$ cat config.mk
export PLATFORM = sky130hd
export DESIGN_NAME = vtg_frame_seq
export DESIGN_NICKNAME = d
export VERILOG_FILES = /design/src/rtl/vtg_pkg.sv /design/src/rtl/vtg_cfg_shadow.sv /design/src/rtl/vtg_line_timer.sv /design/src/rtl/vtg_frame_fsm.sv /design/src/rtl/vtg_frame_seq.sv
export SDC_FILE = /design/constraint.sdc
export NUM_CORES = 1
export LEC_CHECK = 0
export BUFFER_PORTS_ARGS = -buffer_cell sky130_fd_sc_hd__buf_2
export CAP_MARGIN = 20
export CORE_MARGIN = 2
export CORE_UTILIZATION = 65
export DETAILED_ROUTE_END_ITERATION = 12
export GPL_TIMING_DRIVEN = 0
export PLACE_DENSITY_LB_ADDON = 0.1
export SYNTH_ARGS = -nofsm -noshare
export SYNTH_HDL_FRONTEND = slang
export SYNTH_SLANG_ARGS = --single-unit
$ cat constraint.sdc
create_clock -name clk -period 12.6 [get_ports clk]
set_input_delay 2.52 -clock clk [delete_from_list [all_inputs] [get_ports clk]]
set_output_delay 2.52 -clock clk [all_outputs]
set_load 0.05 [all_outputs]
$ cat src/rtl/vtg_pkg.sv
package vtg_pkg;

    typedef enum logic [2:0] {
        RG_IDLE   = 3'd0,
        RG_VSYNC  = 3'd1,
        RG_VBACK  = 3'd2,
        RG_VACT   = 3'd3,
        RG_VFRONT = 3'd4
    } region_e;

    localparam logic [1:0] MODE_BURST_PULSE = 2'd2;

    // First non-empty region of a frame; the active region is never empty.
    function automatic region_e first_region(input logic vsa_nz, input logic vbp_nz);
        if (vsa_nz)      return RG_VSYNC;
        else if (vbp_nz) return RG_VBACK;
        else             return RG_VACT;
    endfunction

    // Region after the current one when the frame is not ending.
    function automatic region_e after_region(input region_e cur, input logic vbp_nz);
        region_e nxt;
        case (cur)
            RG_VSYNC: nxt = vbp_nz ? RG_VBACK : RG_VACT;
            RG_VBACK: nxt = RG_VACT;
            RG_VACT:  nxt = RG_VFRONT;
            default:  nxt = RG_IDLE;
        endcase
        return nxt;
    endfunction

endpackage

$ cat src/rtl/vtg_cfg_shadow.sv
module vtg_cfg_shadow #(
    parameter int HW = 16,
    parameter int PW = 14,
    parameter int VW = 11,
    parameter int LW = 18
) (
    input  logic          clk,
    input  logic          rst_n,
    input  logic          load,
    input  logic [2:0]    pol_i,
    input  logic [5:0]    mask_i,
    input  logic [HW-1:0] hsa_i,
    input  logic [HW-1:0] hbp_i,
    input  logic [HW-1:0] hline_i,
    input  logic [PW-1:0] pkt_i,
    input  logic [VW-1:0] vsa_i,
    input  logic [VW-1:0] vbp_i,
    input  logic [VW-1:0] vfp_i,
    input  logic [VW-1:0] vact_i,
    output logic [2:0]    s_pol,
    output logic [5:0]    s_mask,
    output logic [HW-1:0] s_hsa,
    output logic [HW-1:0] s_hbp,
    output logic [PW-1:0] s_pkt,
    output logic [VW-1:0] s_vsa,
    output logic [VW-1:0] s_vbp,
    output logic [VW-1:0] s_vfp,
    output logic [VW-1:0] s_vact,
    output logic [LW-1:0] s_len
);

    logic [LW-1:0] busy_w;
    logic [LW-1:0] len_w;

    // Line length: the larger of the programmed line time and the
    // sync+porch+packet sum, never below one cycle.
    always_comb begin
        busy_w = LW'(hsa_i) + LW'(hbp_i) + LW'(pkt_i);
        len_w  = (LW'(hline_i) > busy_w) ? LW'(hline_i) : busy_w;
        if (len_w == '0) begin
            len_w = LW'(1);
        end
    end

    always_ff @(posedge clk or negedge rst_n) begin
        if (!rst_n) begin
            s_pol  <= '0;
            s_mask <= '0;
            s_hsa  <= '0;
            s_hbp  <= '0;
            s_pkt  <= '0;
            s_vsa  <= '0;
            s_vbp  <= '0;
            s_vfp  <= '0;
            s_vact <= '0;
            s_len  <= LW'(1);
        end else if (load) begin
            s_pol  <= pol_i;
            s_mask <= mask_i;
            s_hsa  <= hsa_i;
            s_hbp  <= hbp_i;
            s_pkt  <= pkt_i;
            s_vsa  <= vsa_i;
            s_vbp  <= vbp_i;
            s_vfp  <= vfp_i;
            s_vact <= vact_i;
            s_len  <= len_w;
        end
    end

    // shadow values hold between loads
    a_r9_shadow_hold: assert property (@(posedge clk) disable iff (!rst_n)
        !$past(load) |-> ($stable(s_len) && $stable(s_vact) && $stable(s_pol) && $stable(s_mask)));

endmodule

$ cat src/rtl/vtg_line_timer.sv
module vtg_line_timer #(
    parameter int LW = 18
) (
    input  logic          clk,
    input  logic          rst_n,
    input  logic          hold,
    input  logic [LW-1:0] line_len,
    output logic [LW-1:0] hcnt,
    output logic          line_last
);

    assign line_last = !hold && (hcnt == line_len - LW'(1));

    always_ff @(posedge clk or negedge rst_n) begin
        if (!rst_n) begin
            hcnt <= '0;
        end else if (hold || line_last) begin
            hcnt <= '0;
        end else begin
            hcnt <= hcnt + LW'(1);
        end
    end

    // the position never leaves the line
    a_r2_within_line: assert property (@(posedge clk) disable iff (!rst_n)
        !hold |-> (hcnt < line_len));

endmodule

$ cat src/rtl/vtg_frame_fsm.sv
module vtg_frame_fsm
    import vtg_pkg::*;
#(
    parameter int VW = 11
) (
    input  logic          clk,
    input  logic          rst_n,
    input  logic          run,
    input  logic [1:0]    live_mode,
    input  logic          live_vsa_nz,
    input  logic          live_vbp_nz,
    input  logic [VW-1:0] s_vsa,
    input  logic [VW-1:0] s_vbp,
    input  logic [VW-1:0] s_vfp,
    input  logic [VW-1:0] s_vact,
    input  logic          line_last,
    output region_e       region,
    output logic          frame_end,
    output logic          shadow_load
);

    region_e       region_q, region_d;
    logic [VW-1:0] lcnt_q, lcnt_d;
    logic [VW-1:0] cur_cnt;
    logic          last_line;
    logic          mode_ok;

    assign mode_ok = (live_mode == MODE_BURST_PULSE);

    always_comb begin
        unique case (region_q)
            RG_VSYNC:  cur_cnt = s_vsa;
            RG_VBACK:  cur_cnt = s_vbp;
            RG_VACT:   cur_cnt = (s_vact == '0) ? VW'(1) : s_vact;
            RG_VFRONT: cur_cnt = s_vfp;
            default:   cur_cnt = VW'(1);
        endcase
    end

    assign last_line = (lcnt_q == cur_cnt - VW'(1));
    assign frame_end = line_last && last_line &&
                       ((region_q == RG_VFRONT) || ((region_q == RG_VACT) && (s_vfp == '0)));

    // next-state logic
    always_comb begin
        region_d = region_q;
        lcnt_d   = lcnt_q;
        if (!run) begin
            region_d = RG_IDLE;
            lcnt_d   = '0;
        end else begin
            unique case (region_q)
                RG_IDLE: begin
                    lcnt_d = '0;
                    if (mode_ok) begin
                        region_d = first_region(live_vsa_nz, live_vbp_nz);
                    end
                end
                RG_VSYNC, RG_VBACK, RG_VACT, RG_VFRONT: begin
                    if (line_last) begin
                        if (last_line) begin
                            lcnt_d = '0;
                            if (frame_end) begin
                                region_d = mode_ok ? first_region(live_vsa_nz, live_vbp_nz)
                                                   : RG_IDLE;
                            end else begin
                                region_d = after_region(region_q, s_vbp != '0);
                            end
                        end else begin
                            lcnt_d = lcnt_q + VW'(1);
                        end
                    end
                end
                default: begin
                    region_d = RG_IDLE;
                    lcnt_d   = '0;
                end
            endcase
        end
    end

    // state register
    always_ff @(posedge clk or negedge rst_n) begin
        if (!rst_n) begin
            region_q <= RG_IDLE;
            lcnt_q   <= '0;
        end else begin
            region_q <= region_d;
            lcnt_q   <= lcnt_d;
        end
    end

    assign region      = region_q;
    assign shadow_load = !run || (region_q == RG_IDLE) || frame_end;

    // dropping run idles the controller on the next cycle
    a_r10_stop_next: assert property (@(posedge clk) disable iff (!rst_n)
        !run |=> (region_q == RG_IDLE));

    // idle persists while the mode code is not burst-with-pulses
    a_r1_mode_gate: assert property (@(posedge clk) disable iff (!rst_n)
        ((region_q == RG_IDLE) && !mode_ok) |=> (region_q == RG_IDLE));

endmodule

$ cat src/rtl/vtg_frame_seq.sv
module vtg_frame_seq
    import vtg_pkg::*;
#(
    parameter int HW = 16,
    parameter int PW = 14,
    parameter int VW = 11
) (
    input  logic          clk,
    input  logic          rst_n,
    input  logic          run_i,
    input  logic [1:0]    mode_i,
    input  logic [2:0]    pol_i,
    input  logic [5:0]    lp_mask_i,
    input  logic [HW-1:0] hsa_i,
    input  logic [HW-1:0] hbp_i,
    input  logic [HW-1:0] hline_i,
    input  logic [PW-1:0] pkt_i,
    input  logic [VW-1:0] vsa_i,
    input  logic [VW-1:0] vbp_i,
    input  logic [VW-1:0] vfp_i,
    input  logic [VW-1:0] vact_i,
    output logic          hsync_o,
    output logic          vsync_o,
    output logic          de_o,
    output logic          hs_start_o,
    output logic          hs_end_o,
    output logic          pkt_req_o,
    output logic          lp_allow_o
);

    localparam int LW = ((HW > PW) ? HW : PW) + 2;

    logic [2:0]    s_pol;
    logic [5:0]    s_mask;
    logic [HW-1:0] s_hsa, s_hbp;
    logic [PW-1:0] s_pkt;
    logic [VW-1:0] s_vsa, s_vbp, s_vfp, s_vact;
    logic [LW-1:0] s_len;
    logic [LW-1:0] hcnt;
    logic          line_last;
    logic          frame_end;
    logic          shadow_load;
    region_e       region;

    logic          hs_act, vs_act, de_act;
    logic          hs_start, hs_end, req, lp;
    logic [LW-1:0] sync_w, act_beg, act_end;

    vtg_cfg_shadow #(.HW(HW), .PW(PW), .VW(VW), .LW(LW)) u_shadow (
        .clk     (clk),
        .rst_n   (rst_n),
        .load    (shadow_load),
        .pol_i   (pol_i),
        .mask_i  (lp_mask_i),
        .hsa_i   (hsa_i),
        .hbp_i   (hbp_i),
        .hline_i (hline_i),
        .pkt_i   (pkt_i),
        .vsa_i   (vsa_i),
        .vbp_i   (vbp_i),
        .vfp_i   (vfp_i),
        .vact_i  (vact_i),
        .s_pol   (s_pol),
        .s_mask  (s_mask),
        .s_hsa   (s_hsa),
        .s_hbp   (s_hbp),
        .s_pkt   (s_pkt),
        .s_vsa   (s_vsa),
        .s_vbp   (s_vbp),
        .s_vfp   (s_vfp),
        .s_vact  (s_vact),
        .s_len   (s_len)
    );

    vtg_line_timer #(.LW(LW)) u_timer (
        .clk       (clk),
        .rst_n     (rst_n),
        .hold      (region == RG_IDLE),
        .line_len  (s_len),
        .hcnt      (hcnt),
        .line_last (line_last)
    );

    vtg_frame_fsm #(.VW(VW)) u_fsm (
        .clk         (clk),
        .rst_n       (rst_n),
        .run         (run_i),
        .live_mode   (mode_i),
        .live_vsa_nz (vsa_i != '0),
        .live_vbp_nz (vbp_i != '0),
        .s_vsa       (s_vsa),
        .s_vbp       (s_vbp),
        .s_vfp       (s_vfp),
        .s_vact      (s_vact),
        .line_last   (line_last),
        .region      (region),
        .frame_end   (frame_end),
        .shadow_load (shadow_load)
    );

    assign sync_w  = LW'(s_hsa);
    assign act_beg = LW'(s_hsa) + LW'(s_hbp);
    assign act_end = act_beg + LW'(s_pkt);

    // output decode from region and line position
    always_comb begin
        hs_act   = 1'b0;
        vs_act   = 1'b0;
        de_act   = 1'b0;
        hs_start = 1'b0;
        hs_end   = 1'b0;
        req      = 1'b0;
        lp       = 1'b0;
        if (region != RG_IDLE) begin
            hs_act   = (hcnt < sync_w);
            hs_start = (s_hsa != '0) && (hcnt == '0);
            hs_end   = (s_hsa != '0) && (hcnt == sync_w - LW'(1));
        end
        unique case (region)
            RG_IDLE: ;
            RG_VSYNC: begin
                vs_act = 1'b1;
                lp     = !hs_act && s_mask[0];
            end
            RG_VBACK: lp = !hs_act && s_mask[1];
            RG_VFRONT: lp = !hs_act && s_mask[2];
            RG_VACT: begin
                de_act = (hcnt >= act_beg) && (hcnt < act_end);
                req    = (s_pkt != '0) && (hcnt == act_beg);
                lp     = !hs_act && !de_act && s_mask[3] &&
                         ((hcnt < act_beg) ? s_mask[4] : s_mask[5]);
            end
            default: ;
        endcase
    end

    assign hsync_o    = hs_act ^ s_pol[2];
    assign vsync_o    = vs_act ^ s_pol[1];
    assign de_o       = de_act ^ s_pol[0];
    assign hs_start_o = hs_start;
    assign hs_end_o   = hs_end;
    assign pkt_req_o  = req;
    assign lp_allow_o = lp;

    // nothing is emitted while idle
    a_r1_idle_quiet: assert property (@(posedge clk) disable iff (!rst_n)
        (region == RG_IDLE) |-> (!hs_start_o && !hs_end_o && !pkt_req_o && !lp_allow_o));

    // low-power never overlaps sync
    a_r8_no_lp_in_sync: assert property (@(posedge clk) disable iff (!rst_n)
        hs_act |-> !lp_allow_o);

    // vertical sync begins on a line boundary
    a_r6_vs_rise_aligned: assert property (@(posedge clk) disable iff (!rst_n)
        $rose(vs_act) |-> (hcnt == '0));

    // vertical sync ends on a line boundary or on stop
    a_r6_vs_fall_aligned: assert property (@(posedge clk) disable iff (!rst_n)
        $fell(vs_act) |-> ((hcnt == '0) || (region == RG_IDLE)));

endmodule

==> flow_metrics.py, run 1 <==
metrics = {
    "run_status": {
        "run_status": "completed",
    },
    "yosys": {
        "number_of_synthesized_flops_with_an_enable_pin": 0,
        "ys_async_sr_fraction_pct": 100,
        "yosysUniqueCellTypes": 77,
        "synth.cell_area_mm2": 0.0129,
        "postSynth.topFlopCell": "sky130_fd_sc_hd__dfrtp_1",
        "syn_inst": 1442,
        "synth_commonest_cells": "sky130_fd_sc_hd__dfrtp_1, sky130_fd_sc_hd__ha_1, sky130_fd_sc_hd__nor2_1",
        "library_cell_occupying_the_most_area_in_the_post_synthesis_netlist": "sky130_fd_sc_hd__dfrtp_1",
        "flip_flop_and_latch_count_after_synthesis": 149,
        "synth_nets": 1702,
        "synth_most_common_cell": "sky130_fd_sc_hd__dfrtp_1",
        "seq_area_frac_synth_pct": 28.9,
        "post_synth.cell_area_avg_um2": 8.95,
        "synth_area_leaders": "sky130_fd_sc_hd__dfrtp_1, sky130_fd_sc_hd__ha_1, sky130_fd_sc_hd__mux2_2",
        "synth_warnings": 0,
        "yosys_top_cell_area_share_pct": 28.7,
    },
    "pwr": {
        "report.power.total_mw": 2.35,
        "switching_share_pct": 42.3,
        "internal_power_contribution_mw": 1.36,
        "total_switching_power_uw": 996,
        "power.share.clock_pct": 22.6,
        "power.static_leakage_nw": 6.70,
        "ir_drop_mv": 0.0959,
        "comb_power_share_pct": 50.2,
        "power.sequential.fraction_pct": 27.2,
        "pwr_density_cell_mw_per_mm2": 162,
    },
    "sta": {
        "final_max_slew_viol_count": 0,
        "timing_hold_violations_final": 0,
        "final.setup.tns_ns": 0,
        "worstMarginPinSlew_ns": 1.01,
        "finalCriticalPeriod_ns": 8.64,
        "hold_ws_ns": 0.501,
        "maxClockFrequency_mhz": 116,
        "finalCritPeriodShare_pct": 68.6,
        "slew-limit-headroom_pct": 32.4,
        "rsz0062_at_grt": "no",
        "setup_viol": 0,
        "postLayoutSetupSlackWorst_ns": 3.96,
        "worst_clk_skew_ns": 0.0123,
    },
    "place": {
        "gp_routability_congestion": 0.959,
        "detailed_place_hpwl_um": 30100,
        "detailed_place.area_mm2": 0.0139,
        "port_buffers": 126,
        "place.detailed.instances": 1834,
        "dp_worst_setup_slack_ns": 3.93,
    },
    "setup_path": {
        "cp_data_required_time_ns": 10.08,
        "end_kind": "output pin",
        "worst_r2r_end": "u_shadow.s_mask[0]$_DFFE_PN0P_",
        "critical_path.startpoint": "u_shadow.s_hsa[0]$_DFFE_PN0P_",
        "max_stage_delay_ns": 0.40,
        "startpoint_of_the_most_critical_register_to_register_path": "u_fsm.region[1]$_DFFE_PN0P_",
        "critPathArrivalTime_ns": 6.12,
        "regToRegSetupSlack_ns": 7.64,
        "path_common_cell": "sky130_fd_sc_hd__o21ai_0",
        "reg2reg_depth": 17,
        "setup.worst_path.start_class": "flip-flop",
        "crit_path_kind": "flip-flop to output pin",
        "timing.critical_path.fanout_max": 4,
        "timing.critical_path.slowest_stage_cell": "sky130_fd_sc_hd__dfrtp_1",
        "critPathCapture": "de_o",
    },
    "clocking": {
        "post_cts.repair.setup_buffers": 0,
        "clk_root_buffer_cell": "sky130_fd_sc_hd__clkbuf_16",
        "ctsHoldBuffers": 0,
        "cts_tree": "built",
        "cts_made_buffers": 17,
        "worst_skew_pair.late_latency_ns": 0.44,
        "clkSlewWorstSetupHoldPaths_ns": 0.06,
        "cts_repair_resize_count": 0,
        "htree_levels": 4,
        "clk_buf_depth": 2,
        "clock_sinks": 149,
    },
    "detailed_routing": {
        "drt-vias-per-instance": 6.38,
        "dr.first_iter.drc_count": 807,
        "routedWlPerCell_um": 20.2,
        "final_antenna_net_count": 0,
        "totalWireLength_um": 37800,
        "drt-pass1-iter-count": 5,
        "num_vias": 11897,
        "route.detailed.drc": 0,
    },
    "floorplanning": {
        "start_util_pct": 66.3,
        "die_area_mm2": 0.0210,
        "core_area_mm2": 0.0195,
        "die_height_um": 145,
        "top_level_ports": 127,
        "die-width_um": 145,
        "fp-row-count": 51,
    },
    "job": {
        "maxCapViolCount": 0,
    },
    "global_route": {
        "grt_pass1_wl_um": 60400,
        "grt_max_degree": 88,
        "global_route.usage.met3_pct": 5.35,
        "first_global_vias": 11631,
        "use_met2_pct": 61.6,
        "initial_antenna_violation_count": 0,
        "grt.busiest_layer": "met2",
        "gr_ovfl_total": 0,
        "grt_usage_pct": 36.0,
        "grt_util_met1_pct": 44.6,
    },
    "final_layout": {
        "finish.net_count": 1848,
        "drive_above_1_share_pct": 17.4,
        "layout_stage_area_growth_over_the_synthesis_result_pct": 12.4,
        "finish.utilization_pct": 74.6,
        "count_of_inserted_antenna_diode_cells": 0,
        "fin_cells": 1866,
        "fin_area_mm2": 0.0145,
    },
    "min_path": {
        "worst_hold_path_type": "flip-flop to flip-flop",
    },
}
==> registers in the layout, summed over array words and instances (netlist names) <==
signal           count
u_timer.hcnt        18
u_shadow.s_vbp      11
u_shadow.s_mask      6
u_shadow.s_vact     11
u_shadow.s_pkt      14
u_shadow.s_hbp      16
u_fsm.lcnt_q        11
u_shadow.s_len      18
u_shadow.s_vsa      11
u_shadow.s_hsa      16
u_shadow.s_pol       3
u_fsm.region         3
u_shadow.s_vfp      11
==> per-layer routing <==
metal	wire, um	share of wire (%)
met4	1930	5.1
met5	0	0
met3	2290	6.1
met2	18200	48
met1	15400	41
==> power by group through the flow <==
stage	clock, mW	sequential (mW)	combinational [mW]
finish	0.532	0.641	1.18
global route	0.554	0.649	1.31
CTS	0.531	0.637	1.17
detailed placement	0	0.645	1.16
global placement	0	0.641	1.13
floorplan	0	0.611	0.890
==> layout make-up <==
cell class | count | area, um^2
Buffer | 56 | 282
Clock buffer | 18 | 439
Clock inverter | 14 | 166
Multi-Input combinational cell | 1150 | 8570
Inverter | 87 | 327
Sequential cell | 149 | 3730
Fill cell | 1477 | 4950
Timing Repair Buffer | 127 | 664
Tap cell | 265 | 332
==> critical path: cells and delay by family, from the launching register on <==
family | cells | cell delay [ns]
AOI/OAI and AO/OA | 13 | 2.52
adders and majority gates | 4 | 1.20
and+or+nand+nor | 6 | 0.63
xor gates and xnor gates | 3 | 0.62
DFF | 1 | 0.40
buffers and inverters | 2 | 0.32
==> logic make-up after synthesis <==
logic type | count (synthesis) | share of synthesized area (%)
AND/OR/NAND/NOR | 455 | 18.5
AO/OA/AOI/OAI | 318 | 16.1
flip-flops | 149 | 28.9
buffers and inverters | 143 | 4.71
adder cells (fa/ha/maj) | 140 | 13.8
XOR/XNOR | 127 | 8.62
multiplexers | 110 | 9.41
==> layout by cell type, fill, tap and decap left out, types with 22 or more instances in the layout <==
master / synthesis / final
sky130_fd_sc_hd__nor2b_1: 22 / 22
sky130_fd_sc_hd__o21ai_0: 78 / 78
sky130_fd_sc_hd__ha_1: 136 / 136
sky130_fd_sc_hd__a21oi_1: 86 / 86
sky130_fd_sc_hd__inv_1: 86 / 86
sky130_fd_sc_hd__nand3_1: 40 / 40
sky130_fd_sc_hd__nor3_1: 39 / 39
sky130_fd_sc_hd__dfrtp_1: 148 / 148
sky130_fd_sc_hd__nand2b_1: 22 / 22
sky130_fd_sc_hd__buf_2: 9 / 134
sky130_fd_sc_hd__nand2_1: 85 / 85
sky130_fd_sc_hd__nor2_1: 107 / 107
sky130_fd_sc_hd__xnor2_1: 83 / 83
sky130_fd_sc_hd__xor2_1: 44 / 44
sky130_fd_sc_hd__a21o_1: 28 / 28
sky130_fd_sc_hd__nand4_1: 24 / 24
sky130_fd_sc_hd__clkbuf_1: 32 / 32
sky130_fd_sc_hd__mux2_2: 80 / 80
sky130_fd_sc_hd__nor4_1: 28 / 28
==> how the worst min path moves through the flow <==
stage	cells past startpoint	to	from	slack, ns
after floorplan	1	u_shadow.s_mask[2]$_DFFE_PN0P_	u_shadow.s_mask[2]$_DFFE_PN0P_	0.45
after global placement	1	u_shadow.s_mask[2]$_DFFE_PN0P_	u_shadow.s_mask[2]$_DFFE_PN0P_	0.47
after detailed placement	1	u_shadow.s_vsa[10]$_DFFE_PN0P_	u_shadow.s_vsa[10]$_DFFE_PN0P_	0.49
after CTS	1	u_shadow.s_mask[1]$_DFFE_PN0P_	u_shadow.s_mask[1]$_DFFE_PN0P_	0.50
after global routing	1	u_shadow.s_vsa[2]$_DFFE_PN0P_	u_shadow.s_vsa[2]$_DFFE_PN0P_	0.52
final	1	u_shadow.s_mask[1]$_DFFE_PN0P_	u_shadow.s_mask[1]$_DFFE_PN0P_	0.50
Power figures use the tool's default switching activity.
==> run 2: changes to the inputs <==
- CORE_UTILIZATION: 65 -> 61
- clock period: 12.6 -> 8.43 ns (I/O delays scaled with it)
==> flow_metrics.py, run 2 (same netlist as run 1, synthesis figures left out) <==
metrics = {
    "run_status": {
        "run_status": "completed",
    },
    "clocking": {
        "cts_tree": "built",
        "worst_skew_pair.late_latency_ns": 0.44,
        "clk_buf_depth": 2,
        "clkSlewWorstSetupHoldPaths_ns": 0.07,
        "htree_levels": 4,
        "cts_made_buffers": 17,
        "cts_repair_resize_count": 0,
        "post_cts.repair.setup_buffers": 0,
        "ctsHoldBuffers": 0,
        "clk_root_buffer_cell": "sky130_fd_sc_hd__clkbuf_16",
        "clock_sinks": 149,
    },
    "detailed_routing": {
        "final_antenna_net_count": 0,
        "totalWireLength_um": 36700,
        "routedWlPerCell_um": 19.6,
        "dr.first_iter.drc_count": 816,
        "route.detailed.drc": 0,
        "drt-vias-per-instance": 6.23,
        "num_vias": 11700,
        "drt-pass1-iter-count": 6,
    },
    "floorplanning": {
        "start_util_pct": 61.8,
        "die_height_um": 149,
        "die-width_um": 149,
        "fp-row-count": 53,
        "core_area_mm2": 0.0209,
        "top_level_ports": 127,
        "die_area_mm2": 0.0223,
    },
    "pwr": {
        "ir_drop_mv": 0.130,
        "power.sequential.fraction_pct": 27.6,
        "power.share.clock_pct": 21.6,
        "internal_power_contribution_mw": 1.98,
        "pwr_density_cell_mw_per_mm2": 240,
        "comb_power_share_pct": 50.8,
        "power.static_leakage_nw": 6.69,
        "total_switching_power_mw": 1.49,
        "switching_share_pct": 43.0,
    },
    "global_route": {
        "grt_pass1_wl_um": 58200,
        "grt_usage_pct": 33.5,
        "first_global_vias": 11438,
        "initial_antenna_violation_count": 0,
        "gr_ovfl_total": 0,
        "grt_max_degree": 77,
    },
    "final_layout": {
        "finish.utilization_pct": 69.4,
        "reg_top3": "u_shadow.s_len x18, u_timer.hcnt x18",
        "drive_above_1_share_pct": 17.4,
        "layout_stage_area_growth_over_the_synthesis_result_pct": 12.3,
        "fin_area_mm2": 0.0145,
        "finish.net_count": 1849,
        "final_cell_mix": "sky130_fd_sc_hd__dfrtp_1, sky130_fd_sc_hd__ha_1, sky130_fd_sc_hd__buf_2, sky130_fd_sc_hd__nor2_1",
        "count_of_inserted_antenna_diode_cells": 0,
        "layout.cells.most_common": "sky130_fd_sc_hd__dfrtp_1",
    },
    "sta": {
        "hold_ws_ns": 0.498,
        "final.setup.tns_ns": 0,
        "worst_clk_skew_ns": 0.0178,
        "final_max_slew_viol_count": 0,
        "setup_viol": 0,
        "worstMarginPinSlew_ns": 0.892,
        "rsz0062_at_grt": "no",
        "slew-limit-headroom_pct": 40.0,
        "postLayoutSetupSlackWorst_ns": 0.646,
        "finalCriticalPeriod_ns": 7.78,
        "timing_hold_violations_final": 0,
        "finalCritPeriodShare_pct": 92.3,
        "maxClockFrequency_mhz": 128,
    },
    "setup_path": {
        "end_kind": "output pin",
        "critPathArrivalTime_ns": 6.10,
        "crit_path_kind": "flip-flop to output pin",
        "regToRegSetupSlack_ns": 3.49,
        "worst_r2r_end": "u_shadow.s_mask[1]$_DFFE_PN0P_",
        "critical_path.startpoint": "u_shadow.s_hsa[0]$_DFFE_PN0P_",
        "setup.worst_path.start_class": "flip-flop",
        "cp_data_required_time_ns": 6.74,
        "startpoint_of_the_most_critical_register_to_register_path": "u_fsm.region[1]$_DFFE_PN0P_",
        "reg2reg_depth": 17,
        "timing.critical_path.fanout_max": 4,
    },
    "place": {
        "port_buffers": 126,
        "gp_routability_congestion": 0.941,
        "detailed_place.area_mm2": 0.0139,
        "detailed_place_hpwl_um": 29300,
        "dp_worst_setup_slack_ns": 0.763,
    },
    "min_path": {
        "hp-start": "u_shadow.s_mask[4]$_DFFE_PN0P_",
        "hold-path-endpoint": "u_shadow.s_mask[4]$_DFFE_PN0P_",
        "worst_hold_path_type": "flip-flop to flip-flop",
        "worst_hold_path.num_cells": 1,
    },
    "job": {
        "maxCapViolCount": 0,
    },
}
## run 2: cell types whose count changed in the layout (fill, tap and decap cells not counted)
| cell | before | now |
|---|---|---|
| sky130_fd_sc_hd__clkinv_4 | 2 | 3 |
| sky130_fd_sc_hd__bufinv_16 | 2 | 0 |
| sky130_fd_sc_hd__clkbuf_8 | 1 | 2 |
| sky130_fd_sc_hd__clkbuf_4 | 0 | 1 |
## run 2: cell type report
class | instances | area (um^2)
Buffer | 56 | 282
Clock inverter | 13 | 115
Clock buffer | 19 | 453
Inverter | 87 | 327
Sequential cell | 149 | 3730
Fill cell | 1718 | 6390
Timing Repair Buffer | 128 | 672
Multi-Input combinational cell | 1150 | 8570
Tap cell | 275 | 344
## run 2: per-stage QoR
step	cells	power [mW]
final	1877	3.47
after global routing	1877	3.72
after CTS	1876	3.45
after detailed placement	1844	2.69
after global placement	1843	2.64
after floorplan	1442	2.24
## run 2: power by group through the flow
stage	combinational [mW]	sequential (mW)	clock, mW
6_report	1.77	0.957	0.750
5_1_grt	1.97	0.970	0.783
4_1_cts	1.75	0.950	0.751
3_5_place_dp	1.73	0.962	0
3_3_place_gp	1.69	0.957	0
2_1_floorplan	1.33	0.913	0
## run 2: how the worst max path moves through the flow
stage / to / cells past startpoint
global route: de_o / 28
CTS: de_o / 28
floorplan: lp_allow_o / 18
finish: de_o / 27
global placement: u_shadow.s_len[0]$_DFFE_PN1P_ / 27
detailed placement: u_shadow.s_len[0]$_DFFE_PN1P_ / 27
## run 2: routing by layer
layer	GRT usage [%]	share of wire, %	vias up
li1	-	-	5538
met1	41.0	40	5584
met2	58.1	48	472
met3	4.94	6.7	106
met4	15.5	4.7	0
met5	0	0	-
## run 2: worst max-delay path, cell delays in order, from the launching register on
cell and delay (ns):
sky130_fd_sc_hd__dfrtp_1 0.41, sky130_fd_sc_hd__ha_1 0.21, sky130_fd_sc_hd__inv_1 0.06, sky130_fd_sc_hd__fa_1 0.40, sky130_fd_sc_hd__nor2b_1 0.11, sky130_fd_sc_hd__o21ai_0 0.10
sky130_fd_sc_hd__a21boi_0 0.38, sky130_fd_sc_hd__o2111ai_1 0.23, sky130_fd_sc_hd__nand3b_1 0.15, sky130_fd_sc_hd__xor2_1 0.29, sky130_fd_sc_hd__ha_1 0.34, sky130_fd_sc_hd__a21o_1 0.19
sky130_fd_sc_hd__a31oi_1 0.28, sky130_fd_sc_hd__nor2_1 0.12, sky130_fd_sc_hd__a211oi_1 0.23, sky130_fd_sc_hd__xor2_1 0.17, sky130_fd_sc_hd__ha_1 0.26, sky130_fd_sc_hd__a21o_1 0.16
sky130_fd_sc_hd__a21oi_1 0.14, sky130_fd_sc_hd__nor2b_1 0.05, sky130_fd_sc_hd__o21ai_0 0.14, sky130_fd_sc_hd__nand2b_1 0.07, sky130_fd_sc_hd__a211o_1 0.30, sky130_fd_sc_hd__a21oi_1 0.13
sky130_fd_sc_hd__o21ai_0 0.15, sky130_fd_sc_hd__nor2_1 0.16, sky130_fd_sc_hd__xor2_1 0.15, sky130_fd_sc_hd__buf_2 0.28
==> run 3: changes to the inputs <==
- RECOVER_POWER: not set -> 25
==> flow_metrics.py, run 3 (same netlist as run 1, synthesis figures left out) <==
metrics = {
    "clocking": {
        "post_cts.repair.setup_buffers": 0,
        "clock_sinks": 149,
        "cts_tree": "built",
        "htree_levels": 4,
        "cts_made_buffers": 17,
        "clkSlewWorstSetupHoldPaths_ns": 0.07,
        "worst_skew_pair.late_latency_ns": 0.44,
        "clk_root_buffer_cell": "sky130_fd_sc_hd__clkbuf_16",
        "clk_buf_depth": 2,
        "cts_repair_resize_count": 0,
        "ctsHoldBuffers": 0,
    },
    "setup_path": {
        "worst_r2r_end": "u_shadow.s_mask[1]$_DFFE_PN0P_",
        "timing.critical_path.fanout_max": 4,
        "reg2reg_depth": 17,
        "critPathArrivalTime_ns": 6.10,
        "setup.worst_path.start_class": "flip-flop",
        "cp_data_required_time_ns": 6.74,
        "end_kind": "output pin",
        "crit_path_kind": "flip-flop to output pin",
        "regToRegSetupSlack_ns": 3.49,
        "startpoint_of_the_most_critical_register_to_register_path": "u_fsm.region[1]$_DFFE_PN0P_",
    },
    "sta": {
        "setup_viol": 0,
        "final_max_slew_viol_count": 76,
        "worst_clk_skew_ns": 0.0179,
        "hold_ws_ns": 0.498,
        "rsz0062_at_grt": "no",
        "final.setup.tns_ns": 0,
        "finalCritPeriodShare_pct": 92.3,
        "maxClockFrequency_mhz": 129,
        "worstMarginPinSlew_ns": 4.10,
        "postLayoutSetupSlackWorst_ns": 0.649,
        "slew-limit-headroom_pct": -174,
        "finalCriticalPeriod_ns": 7.78,
        "timing_hold_violations_final": 0,
    },
    "min_path": {
        "hp-start": "u_shadow.s_mask[4]$_DFFE_PN0P_",
        "hold-path-endpoint": "u_shadow.s_mask[4]$_DFFE_PN0P_",
        "worst_hold_path_type": "flip-flop to flip-flop",
        "worst_hold_path.num_cells": 1,
    },
    "floorplanning": {
        "core_area_mm2": 0.0209,
        "fp-row-count": 53,
        "die_height_um": 149,
        "top_level_ports": 127,
        "die-width_um": 149,
        "start_util_pct": 61.8,
        "die_area_mm2": 0.0223,
    },
    "final_layout": {
        "drive_above_1_share_pct": 17.4,
        "count_of_inserted_antenna_diode_cells": 0,
        "fin_area_mm2": 0.0145,
        "finish.net_count": 1849,
        "reg_top3": "u_shadow.s_len x18, u_timer.hcnt x18",
        "layout_stage_area_growth_over_the_synthesis_result_pct": 12.2,
        "finish.utilization_pct": 69.4,
        "final_cell_mix": "sky130_fd_sc_hd__dfrtp_1, sky130_fd_sc_hd__ha_1, sky130_fd_sc_hd__buf_2, sky130_fd_sc_hd__nor2_1",
        "layout.cells.most_common": "sky130_fd_sc_hd__dfrtp_1",
        "fin_cells": 1877,
    },
    "global_route": {
        "gr_ovfl_total": 0,
        "grt_usage_pct": 33.5,
        "grt_pass1_wl_um": 58200,
        "grt_max_degree": 77,
        "first_global_vias": 11438,
        "initial_antenna_violation_count": 0,
    },
    "place": {
        "detailed_place.area_mm2": 0.0139,
        "port_buffers": 126,
        "detailed_place_hpwl_um": 29300,
        "dp_worst_setup_slack_ns": 0.763,
        "place.detailed.instances": 1844,
        "gp_routability_congestion": 0.941,
    },
    "pwr": {
        "ir_drop_mv": 0.130,
        "report.power.total_mw": 3.47,
        "pwr_density_cell_mw_per_mm2": 240,
        "power.static_leakage_nw": 6.69,
    },
    "detailed_routing": {
        "drt-pass1-iter-count": 5,
        "routedWlPerCell_um": 19.6,
        "totalWireLength_um": 36700,
        "route.detailed.drc": 0,
        "drt-vias-per-instance": 6.24,
        "num_vias": 11707,
        "dr.first_iter.drc_count": 816,
        "final_antenna_net_count": 0,
    },
    "run_status": {
        "violations_in_the_final_reports": "capacitance limit, slew limit",
        "run_status": "finished, violations left",
    },
    "job": {
        "maxCapViolCount": 1,
    },
}
-- run 3: cell types whose count changed in the layout (fill, tap and decap cells not counted), sizes merged --
cell and delta:
clkbuf +1, buf -1
-- run 3: area by class of cell --
type,instances,area [um^2]
Buffer,56,282
Clock buffer,19,453
Clock inverter,13,115
Fill cell,1720,6400
Inverter,87,327
Multi-Input combinational cell,1150,8570
Sequential cell,149,3730
Tap cell,275,344
Timing Repair Buffer,128,664
-- run 3: how the worst max path moves through the flow --
| stage | from | slack [ns] | endpoint |
|---|---|---|---|
| floorplan | u_shadow.s_hsa[1]$_DFFE_PN0P_ | 1.39 | lp_allow_o |
| global placement | hsa_i[0] | 0.88 | u_shadow.s_len[0]$_DFFE_PN1P_ |
| detailed placement | hsa_i[0] | 0.76 | u_shadow.s_len[0]$_DFFE_PN1P_ |
| CTS | u_shadow.s_hsa[0]$_DFFE_PN0P_ | 0.64 | de_o |
| global route | u_shadow.s_hsa[0]$_DFFE_PN0P_ | 0.03 | de_o |
| finish | u_shadow.s_hsa[0]$_DFFE_PN0P_ | 0.65 | de_o |
-- run 3: critical path: stages, from the launching register on --
cell	delay [ns]
sky130_fd_sc_hd__dfrtp_1	0.41
sky130_fd_sc_hd__ha_1	0.21
sky130_fd_sc_hd__inv_1	0.06
sky130_fd_sc_hd__fa_1	0.40
sky130_fd_sc_hd__nor2b_1	0.11
sky130_fd_sc_hd__o21ai_0	0.10
sky130_fd_sc_hd__a21boi_0	0.38
sky130_fd_sc_hd__o2111ai_1	0.22
sky130_fd_sc_hd__nand3b_1	0.15
sky130_fd_sc_hd__xor2_1	0.29
sky130_fd_sc_hd__ha_1	0.34
sky130_fd_sc_hd__a21o_1	0.19
sky130_fd_sc_hd__a31oi_1	0.28
sky130_fd_sc_hd__nor2_1	0.12
sky130_fd_sc_hd__a211oi_1	0.23
sky130_fd_sc_hd__xor2_1	0.17
sky130_fd_sc_hd__ha_1	0.26
sky130_fd_sc_hd__a21o_1	0.16
sky130_fd_sc_hd__a21oi_1	0.14
sky130_fd_sc_hd__nor2b_1	0.05
sky130_fd_sc_hd__o21ai_0	0.14
sky130_fd_sc_hd__nand2b_1	0.07
sky130_fd_sc_hd__a211o_1	0.30
sky130_fd_sc_hd__a21oi_1	0.13
sky130_fd_sc_hd__o21ai_0	0.15
sky130_fd_sc_hd__nor2_1	0.16
sky130_fd_sc_hd__xor2_1	0.15
sky130_fd_sc_hd__buf_2	0.28
-- run 3: report_power, final --
| part | switching (mW) | internal, mW |
|---|---|---|
| Sequential | 0.133 | 0.824 |
| Combinational | 1.01 | 0.754 |
| Clock | 0.349 | 0.403 |
-- run 3: routing by layer --
layer	vias to the layer above	global-route usage [%]	share of wire, %
met2	472	58.1	48
met1	5582	41.0	40
met5	-	0	0
met4	0	15.5	4.9
met3	112	4.94	6.7
li1	5541	-	-
